<file path="config.mk">
export PLATFORM = sky130hd
export DESIGN_NAME = lif_serial_master
export DESIGN_NICKNAME = d
export VERILOG_FILES = /design/src/rtl/lif_pkg.sv /design/src/rtl/lif_timebase.sv /design/src/rtl/lif_frame.sv /design/src/rtl/lif_shadow_mem.sv /design/src/rtl/lif_serial_master.sv
export SDC_FILE = /design/constraint.sdc
export NUM_CORES = 1
export LEC_CHECK = 0
export BUFFER_PORTS_ARGS = -buffer_cell sky130_fd_sc_hd__buf_2
export CORE_AREA = 10 10 137 139
export CTS_CLUSTER_DIAMETER = 80
export DETAILED_ROUTE_END_ITERATION = 8
export DIE_AREA = 0 0 147 149
export GPL_ROUTABILITY_DRIVEN = 0
export SYNTH_ARGS = -nofsm -noshare
export SYNTH_HDL_FRONTEND = slang
export SYNTH_SLANG_ARGS = --single-unit
</file>
<file path="constraint.sdc">
create_clock -name clk -period 5.85 [get_ports clk]
set_clock_uncertainty 0.1 [all_clocks]
set_input_delay 1.755 -clock clk [delete_from_list [all_inputs] [get_ports clk]]
set_output_delay 1.755 -clock clk [all_outputs]
set_load 0.01 [all_outputs]
</file>
<file path="src/rtl/lif_pkg.sv">
package lif_pkg;

  // Coarse position of the sequencer inside a frame.
  typedef enum logic [1:0] {
    ST_IDLE,
    ST_SEL,
    ST_BITS,
    ST_END
  } stage_e;

  // The three equal phases that make up one serial bit.
  typedef enum logic [1:0] {
    SUB_SETUP,
    SUB_HIGH,
    SUB_HOLD
  } sub_e;

endpackage

</file>
<file path="src/rtl/lif_timebase.sv">
module lif_timebase
  import lif_pkg::*;
#(
  parameter int CLK_DIV = 4,
  parameter int NBITS   = 16,
  parameter int BIDX_W  = $clog2(NBITS)
) (
  input  logic              clk,
  input  logic              rst,
  input  logic              start,
  output stage_e            stage_q,
  output sub_e              sub_q,
  output logic [BIDX_W-1:0] bidx_q,
  output logic              tick_last,
  output logic              frame_end,
  output stage_e            stage_nxt,
  output sub_e              sub_nxt,
  output logic [BIDX_W-1:0] bidx_nxt
);

  localparam int TICK_W = (CLK_DIV > 1) ? $clog2(CLK_DIV) : 1;

  logic [TICK_W-1:0] tick_q, tick_nxt;

  assign tick_last = (tick_q == TICK_W'(CLK_DIV - 1));
  assign frame_end = (stage_q == ST_END) && tick_last;

  // Look-ahead of the phase position so the top can register its outputs.
  always_comb begin
    stage_nxt = stage_q;
    sub_nxt   = sub_q;
    bidx_nxt  = bidx_q;
    tick_nxt  = tick_q;
    if (start) begin
      stage_nxt = ST_SEL;
      sub_nxt   = SUB_SETUP;
      bidx_nxt  = '0;
      tick_nxt  = '0;
    end else if (stage_q != ST_IDLE) begin
      if (!tick_last) begin
        tick_nxt = tick_q + 1'b1;
      end else begin
        tick_nxt = '0;
        case (stage_q)
          ST_SEL: begin
            stage_nxt = ST_BITS;
            sub_nxt   = SUB_SETUP;
            bidx_nxt  = '0;
          end
          ST_BITS: begin
            case (sub_q)
              SUB_SETUP: sub_nxt = SUB_HIGH;
              SUB_HIGH:  sub_nxt = SUB_HOLD;
              default: begin
                sub_nxt = SUB_SETUP;
                if (bidx_q == BIDX_W'(NBITS - 1)) stage_nxt = ST_END;
                else bidx_nxt = bidx_q + 1'b1;
              end
            endcase
          end
          default: stage_nxt = ST_IDLE;
        endcase
      end
    end
  end

  always_ff @(posedge clk) begin
    if (rst) begin
      stage_q <= ST_IDLE;
      sub_q   <= SUB_SETUP;
      bidx_q  <= '0;
      tick_q  <= '0;
    end else begin
      stage_q <= stage_nxt;
      sub_q   <= sub_nxt;
      bidx_q  <= bidx_nxt;
      tick_q  <= tick_nxt;
    end
  end

endmodule

</file>
<file path="src/rtl/lif_frame.sv">
module lif_frame #(
  parameter int ADDR_W   = 4,
  parameter int DATA_W   = 5,
  parameter int AFIELD_W = 7,
  parameter int DFIELD_W = 8,
  parameter int NBITS    = 1 + AFIELD_W + DFIELD_W
) (
  input  logic              clk,
  input  logic              rst,
  input  logic              load,
  input  logic              wr,
  input  logic [ADDR_W-1:0] addr,
  input  logic [DATA_W-1:0] data,
  output logic [NBITS-1:0]  frame_nxt
);

  logic [NBITS-1:0] built, frame_q;

  // Bit 0 is the direction flag, then the padded address and value fields.
  always_comb begin
    built = '0;
    built[0] = ~wr;
    built[1 +: ADDR_W] = addr;
    if (wr) built[1 + AFIELD_W +: DATA_W] = data;
  end

  always_ff @(posedge clk) begin
    if (rst)       frame_q <= '0;
    else if (load) frame_q <= built;
  end

  assign frame_nxt = load ? built : frame_q;

endmodule

</file>
<file path="src/rtl/lif_shadow_mem.sv">
module lif_shadow_mem #(
  parameter int ADDR_W = 4,
  parameter int DATA_W = 5,
  parameter int DEPTH  = 1 << ADDR_W
) (
  input  logic              clk,
  input  logic              we,
  input  logic [ADDR_W-1:0] waddr,
  input  logic [DATA_W-1:0] wdata,
  input  logic [ADDR_W-1:0] raddr,
  output logic [DATA_W-1:0] rdata
);

  logic [DATA_W-1:0] mem [DEPTH];

  // One write port and one registered read port, read-before-write.
  always_ff @(posedge clk) begin
    if (we) mem[waddr] <= wdata;
    rdata <= mem[raddr];
  end

endmodule

</file>
<file path="src/rtl/lif_serial_master.sv">
module lif_serial_master
  import lif_pkg::*;
#(
  parameter int NUM_SLOTS = 4,
  parameter int CLK_DIV   = 4,
  parameter int ADDR_W    = 4,
  parameter int DATA_W    = 5,
  parameter int AFIELD_W  = 7,
  parameter int DFIELD_W  = 8,
  parameter int SLOT_W    = (NUM_SLOTS > 1) ? $clog2(NUM_SLOTS) : 1
) (
  input  logic                 clk,
  input  logic                 rst,
  input  logic                 req_valid,
  input  logic                 req_write,
  input  logic [ADDR_W-1:0]    req_addr,
  input  logic [DATA_W-1:0]    req_data,
  input  logic [SLOT_W-1:0]    req_slot,
  output logic                 busy,
  output logic                 done,
  output logic [DFIELD_W-1:0]  rd_data,
  input  logic [ADDR_W-1:0]    shadow_addr,
  output logic [DATA_W-1:0]    shadow_data,
  output logic                 sclk,
  output logic                 sdo,
  input  logic                 sdi,
  output logic [NUM_SLOTS-1:0] cs
);

  localparam int NBITS  = 1 + AFIELD_W + DFIELD_W;
  localparam int BIDX_W = $clog2(NBITS);
  localparam int FIRST_RD_BIT = 1 + AFIELD_W;

  logic busy_q, done_q, sclk_q, sdo_q, rd_q;
  logic [NUM_SLOTS-1:0] cs_q, slot_hot;
  logic [DFIELD_W-1:0]  cap_q, rd_data_q;
  logic                 start, capture;

  stage_e            stage_q, stage_nxt;
  sub_e              sub_q, sub_nxt;
  logic [BIDX_W-1:0] bidx_q, bidx_nxt;
  logic              tick_last, frame_end;
  logic [NBITS-1:0]  frame_nxt;

  assign start = req_valid && !busy_q;

  for (genvar g = 0; g < NUM_SLOTS; g++) begin : g_slot
    assign slot_hot[g] = (req_slot == SLOT_W'(g));
  end

  lif_timebase #(
    .CLK_DIV(CLK_DIV),
    .NBITS  (NBITS),
    .BIDX_W (BIDX_W)
  ) u_timebase (
    .clk      (clk),
    .rst      (rst),
    .start    (start),
    .stage_q  (stage_q),
    .sub_q    (sub_q),
    .bidx_q   (bidx_q),
    .tick_last(tick_last),
    .frame_end(frame_end),
    .stage_nxt(stage_nxt),
    .sub_nxt  (sub_nxt),
    .bidx_nxt (bidx_nxt)
  );

  lif_frame #(
    .ADDR_W  (ADDR_W),
    .DATA_W  (DATA_W),
    .AFIELD_W(AFIELD_W),
    .DFIELD_W(DFIELD_W),
    .NBITS   (NBITS)
  ) u_frame (
    .clk      (clk),
    .rst      (rst),
    .load     (start),
    .wr       (req_write),
    .addr     (req_addr),
    .data     (req_data),
    .frame_nxt(frame_nxt)
  );

  lif_shadow_mem #(
    .ADDR_W(ADDR_W),
    .DATA_W(DATA_W)
  ) u_shadow (
    .clk  (clk),
    .we   (start && req_write),
    .waddr(req_addr),
    .wdata(req_data),
    .raddr(shadow_addr),
    .rdata(shadow_data)
  );

  // Sample the device at the end of each high phase of the returned field.
  assign capture = rd_q && (stage_q == ST_BITS) && (sub_q == SUB_HIGH) &&
                   tick_last && (bidx_q >= BIDX_W'(FIRST_RD_BIT));

  always_ff @(posedge clk) begin
    if (rst) begin
      busy_q    <= 1'b0;
      done_q    <= 1'b0;
      sclk_q    <= 1'b0;
      sdo_q     <= 1'b0;
      rd_q      <= 1'b0;
      cs_q      <= '0;
      cap_q     <= '0;
      rd_data_q <= '0;
    end else begin
      busy_q <= (stage_nxt != ST_IDLE);
      done_q <= frame_end;
      sclk_q <= (stage_nxt == ST_BITS) && (sub_nxt == SUB_HIGH);
      sdo_q  <= (stage_nxt == ST_BITS) && frame_nxt[bidx_nxt];
      if (start) begin
        cs_q  <= slot_hot;
        rd_q  <= ~req_write;
        cap_q <= '0;
      end else if (frame_end) begin
        cs_q <= '0;
      end
      if (capture) cap_q <= {sdi, cap_q[DFIELD_W-1:1]};
      if (frame_end && rd_q) rd_data_q <= DFIELD_W'(cap_q[DATA_W-1:0]);
    end
  end

  assign busy    = busy_q;
  assign done    = done_q;
  assign sclk    = sclk_q;
  assign sdo     = sdo_q;
  assign cs      = cs_q;
  assign rd_data = rd_data_q;

endmodule

</file>
# ---- After elaboration in Yosys (flattened, before gate mapping)
# Memory sizes are Yosys's and may differ from the RTL's. A register that Yosys moved wholly into a read port is not among the register bits.
# Cells that the tools add are included.
dict set report classes {
  n_addsub 2
  n_lt_le_gt_ge 2
  eq_ne 11
  muxes 28
  bitwise_logic 1
  n_reduce_logical 19
}
# operator count
set op_table {}
lappend op_table {{4-bit 2-to-1 mux} 7}
lappend op_table {{2-bit 2-to-1 mux} 9}
lappend op_table {{16-bit 2-to-1 mux} 1}
lappend op_table {{8-bit 2-to-1 mux} 2}
lappend op_table {{2-bit equality test (second input constant)} 6}
lappend op_table {{2-bit one-hot mux with 2 select lines} 3}
lappend op_table {{1-bit logical AND} 10}
lappend op_table {{2-bit by 1-bit equality test with 1-bit output (second input constant)} 4}
lappend op_table {{4-bit one-hot mux with 2 select lines} 1}
lappend op_table {{2-bit nonzero test} 4}
lappend op_table {{4-bit by 5-bit < comparator with 1-bit output (second input constant)} 1}
lappend op_table {{5-bit 2-to-1 mux} 1}
lappend op_table {{4-bit by 1-bit adder with 4-bit output (second input constant)} 1}
lappend op_table {{1-bit binary-select mux with 4-bit select} 1}
lappend op_table {{4-bit equality test (second input constant)} 1}
lappend op_table {{4-bit greater-or-equal comparator (second input constant)} 1}
lappend op_table {{2-bit zero test} 2}
lappend op_table {{2-bit OR reduction} 2}
lappend op_table {{1-bit 2-to-1 mux} 3}
lappend op_table {{2-bit by 1-bit adder with 2-bit output (second input constant)} 1}
lappend op_table {{1-bit zero test} 1}
lappend op_table {{1-bit NOT} 1}
dict set report word_totals {
  regBits 48
  ramBits 80
  inputBits 20
  output_inout_bits 21
  wordCells 77
  n_memories 1
}
# name depth word_bits rd rd_clocked_by_memory_dff wr line
set mem_list {}
lappend mem_list {u_shadow.mem 16 5 1 1 1 lif_shadow_mem.sv:14} ;# logic [DATA_W-1:0] mem [DEPTH];

# ---- Longest topological paths before layout
dict set report depth {
  ltp_word 10
  depth_mapped 9
  ltp_nobuf 8
}

# ---- Cells and area by module
# A second synthesis with hierarchy kept.
dict set report hier_totals {
  cells_unflattened 406
  hier_area_um2 5451.5
}
# module n_inst cells_per_inst area_per_inst_um2 seq_area_each_um2
set by_module_without_submodules {}
lappend by_module_without_submodules {lif_shadow_mem 1 155 3213.1 2502.4}
lappend by_module_without_submodules {lif_serial_master 1 112 974.7 440.4}
lappend by_module_without_submodules {lif_timebase 1 76 640.6 200.2}
lappend by_module_without_submodules {lif_frame 1 63 623.1 320.3}

# ---- Least setup slack after synthesis
# Ideal clock, no wire load.
dict set report synth_path {
  path_type {input-to-reg}
  from {input port req_valid}
  to {memory u_shadow.mem[0][0] (enable)}
  setup_time_ns 0.374
  t_arrival_ns 2.987
  path_slack_ns 2.390
  stages 5
  path_buffers 1
  cell_sequence {and2b_2 -> buf_2 -> nand2_1 -> or3_1 -> nor3_1}
}
dict set report synth_between {
  elab_chain_cells 4
}
# element line
set synth_rtl {}
lappend synth_rtl {{from (decl)} lif_serial_master.sv:14} ;# input logic req_valid,
lappend synth_rtl {{1-bit logical AND} lif_serial_master.sv:45} ;# assign start = req_valid && !busy_q;
lappend synth_rtl {{1-bit logical AND} lif_serial_master.sv:90} ;# .we (start && req_write),
lappend synth_rtl {{1-bit 2-to-1 mux} lif_shadow_mem.sv:18} ;# if (we) mem[waddr] <= wdata;
lappend synth_rtl {{1-bit 2-to-1 mux (implied by the code)} lif_shadow_mem.sv:18}
lappend synth_rtl {{to (decl)} lif_shadow_mem.sv:14}
# No other way between the ends.

# ---- Final worst setup path
dict set report layout_path {
  from {input port req_valid}
  to {memory u_shadow.mem[0][1] (enable)}
}
# Same word-level chain as after synthesis.

==> flow_summary.json <==
{
  "drv_cap": 0,
  "placementRows": 47,
  "via_per_inst": 4.888,
  "drc_errors": 0,
  "cp_slowest_cell": "nor3_1",
  "die_h_um": 149,
  "antennaDiodeCount": 0,
  "initial_core_util": 0.3382,
  "synth_edf_count": 80,
  "grt_pass1_vias": 3346,
  "clockBufferDepth": 2,
  "rsz0062_at_grt": "no",
  "maxClockFrequency_mhz": 288.0,
  "synth_cell_types": 54,
  "antenna_found_initial": 0,
  "r2r_cells": 4,
  "n_fill_cell": 1539,
  "overflow": 0,
  "clkTransAtPathRegs_ns": 0.06,
  "crit_arrival_ns": 3.42,
  "drtAntennaViolNets": 0,
  "syn_area_um2": 5469,
  "clk_latency_ns": 0.42,
  "synth-seq-cells": 133,
  "setup_tns_ns": 0,
  "period_share": 0.5935,
  "wl_mm": 11.40,
  "grt_pass1_wl_mm": 18.32,
  "whs_ns": 0.3451,
  "finalPower_mw": 2.208,
  "preCtsSetupSlack_ns": 1.958,
  "num_vias": 3241,
  "ys_async_sr_fraction": 0,
  "status": "finished clean",
  "area_delta_synth_final_pct": 17.48,
  "peakVddDrop_mv": 0.2073,
  "slew_violations": 0,
  "cts_setup_buffers": 0,
  "cts_root_buf": "clkbuf_16",
  "leakage_nw": 2.247,
  "portBuffers": 37,
  "netlist_top_cells_count": "80 x edfxtp_1, 53 x dfxtp_1, 50 x nor2_1",
  "clock_sinks": 133,
  "setup_violations": 0,
  "synth-main-ff-cell": "edfxtp_1",
  "h-tree-depth": 4,
  "nNetsFinal": 457,
  "worst_slew_pin_slew_ns": 0.8419,
  "cts_tree": "built",
  "hold_buffers": 0,
  "finish.utilization": 0.3973,
  "yosysTopAreaCell": "edfxtp_1",
  "synth.most_common_cell": "edfxtp_1",
  "min_period_ns": 3.472,
  "grt.total_usage": 0.1081,
  "first_pass_iters": 4,
  "avgRoutedWirePerCell_um": 17.19,
  "drt_iter0_markers": 147,
  "maxSlewHeadroom": 0.4344,
  "fp.dieW_um": 147,
  "ys_warn_count": 0,
  "hold_viol_final": 0,
  "path_cells": "buf_2 > and2b_2 > nand2_1 > or3_1 > nor3_1",
  "holdPathStages": 2,
  "power_density_nw_per_um2": 343.6,
  "ys_top_cells_by_area": "edfxtp_1 44%, dfxtp_1 19%, mux4_2 10%, nor2_1 3.4%, mux2i_1 2.7%",
  "startpoint_type": "primary input",
  "avgSynthCellArea_um2": 13.92,
  "critical_path_class": "primary input to flop",
  "drive_above_1_share": 0.2460,
  "core_um2": 16170,
  "ios": 41,
  "syn_inst": 393,
  "ys_seq_area_frac": 0.6333,
  "cp_slowest_stage_delay_ns": 0.52,
  "crit_fanout": 22,
  "hpwlAfterDp_mm": 7.988,
  "dieArea_um2": 21900,
  "required_ns": 5.80,
  "synth.top_cell.area_share": 0.4393,
  "setup_slack_ns": 2.378,
  "hold_path.class": "flop to flop",
  "cts_resized": 0,
  "grt_max_degree": 36,
  "end_kind": "flop",
  "cts-buffers-inserted": 17
}
-- power breakdown --
group | switching (mW) | internal, mW | total, mW
clock network | 0.379 | 0.710 | 1.09
registers | 0.00468 | 1.01 | 1.01
logic | 0.0652 | 0.0414 | 0.107
-- cell type report --
type	count	area, µm²	area share
repair buffers	37	185.2	0.02882
inverters	7	26.28	0.004090
flip-flops and latches	133	3463	0.5390
clock buffers	19	432.9	0.06738
well taps	220	275.3	0.04284
multi-input cells	235	1863	0.2900
clock inverters	12	178.9	0.02785
-- registers in the layout (all words and copies together) (netlist names) --
register	flops
u_timebase.stage_q	2
rd_q	1
u_timebase.bidx_q	4
u_shadow.rdata	5
sclk	1
sdo	1
u_timebase.tick_q	2
u_frame.frame_q	16
busy	1
u_timebase.sub_q	2
cs	4
cap_q	8
done	1
u_shadow.mem	80
rd_data	5
-- cells by family (layout without fill, tap and decap cells) --
group | count (synthesis) | after routing | synth area share
adder cells (fa/ha/maj) | 6 | 6 | 0.01373
multiplexers | 40 | 40 | 0.1304
AO/OA/AOI/OAI | 54 | 54 | 0.07001
AND/OR/NAND/NOR | 132 | 132 | 0.1245
other | 1 | 3 | 0.0006857
flip-flops | 133 | 133 | 0.6333
buffers and inverters | 27 | 75 | 0.02745
-- per-stage QoR --
stage / area, µm² / cells
after floorplan: 5477 / 395
after global placement: 5813 / 632
after detailed placement: 5813 / 632
after CTS: 6425 / 663
after global routing: 6425 / 663
final: 6425 / 663
-- layer usage --
layer  part of all wire  global-route usage  vias to the layer above  wire length [µm]
met5                  0                   0                        -                 0
met4             0.0089             0.04460                        0               102
met3              0.054             0.03368                       11               610
met2               0.51              0.1812                       76              5760
met1               0.43              0.1266                     1607              4924
li1                   -                   -                     1547                 -
-- worst paths after layout --
check                   endpoint                 from  slack, ns
min reg2reg  u_frame.frame_q[15]  u_frame.frame_q[15]       0.35
min          u_frame.frame_q[15]  u_frame.frame_q[15]       0.35
max reg2reg   u_shadow.mem[0][1]                 busy       3.43
max           u_shadow.mem[0][1]            req_valid       2.38
-- critical path, delay by kind of cell --
kind	cells	cell delay (ns)
buffers and inverters	1	0.09
and+or+nand+nor	4	1.56
-- placed cells by master (no fill, tap or decap), types with 4 or more instances in the layout --
| cell | count |
|---|---|
| a211oi_1 | 5 |
| a21oi_1 | 22 |
| and2_1 | 7 |
| buf_2 | 37 |
| bufinv_16 | 4 |
| clkbuf_16 | 17 |
| dfxtp_1 | 53 |
| edfxtp_1 | 80 |
| ha_1 | 6 |
| inv_1 | 7 |
| mux2i_1 | 15 |
| mux4_2 | 25 |
| nand2_1 | 22 |
| nand2b_1 | 6 |
| nand3_1 | 12 |
| nand4_1 | 4 |
| nor2_1 | 50 |
| nor3_1 | 7 |
| o21ai_0 | 7 |
Power figures use the tool's default switching activity.
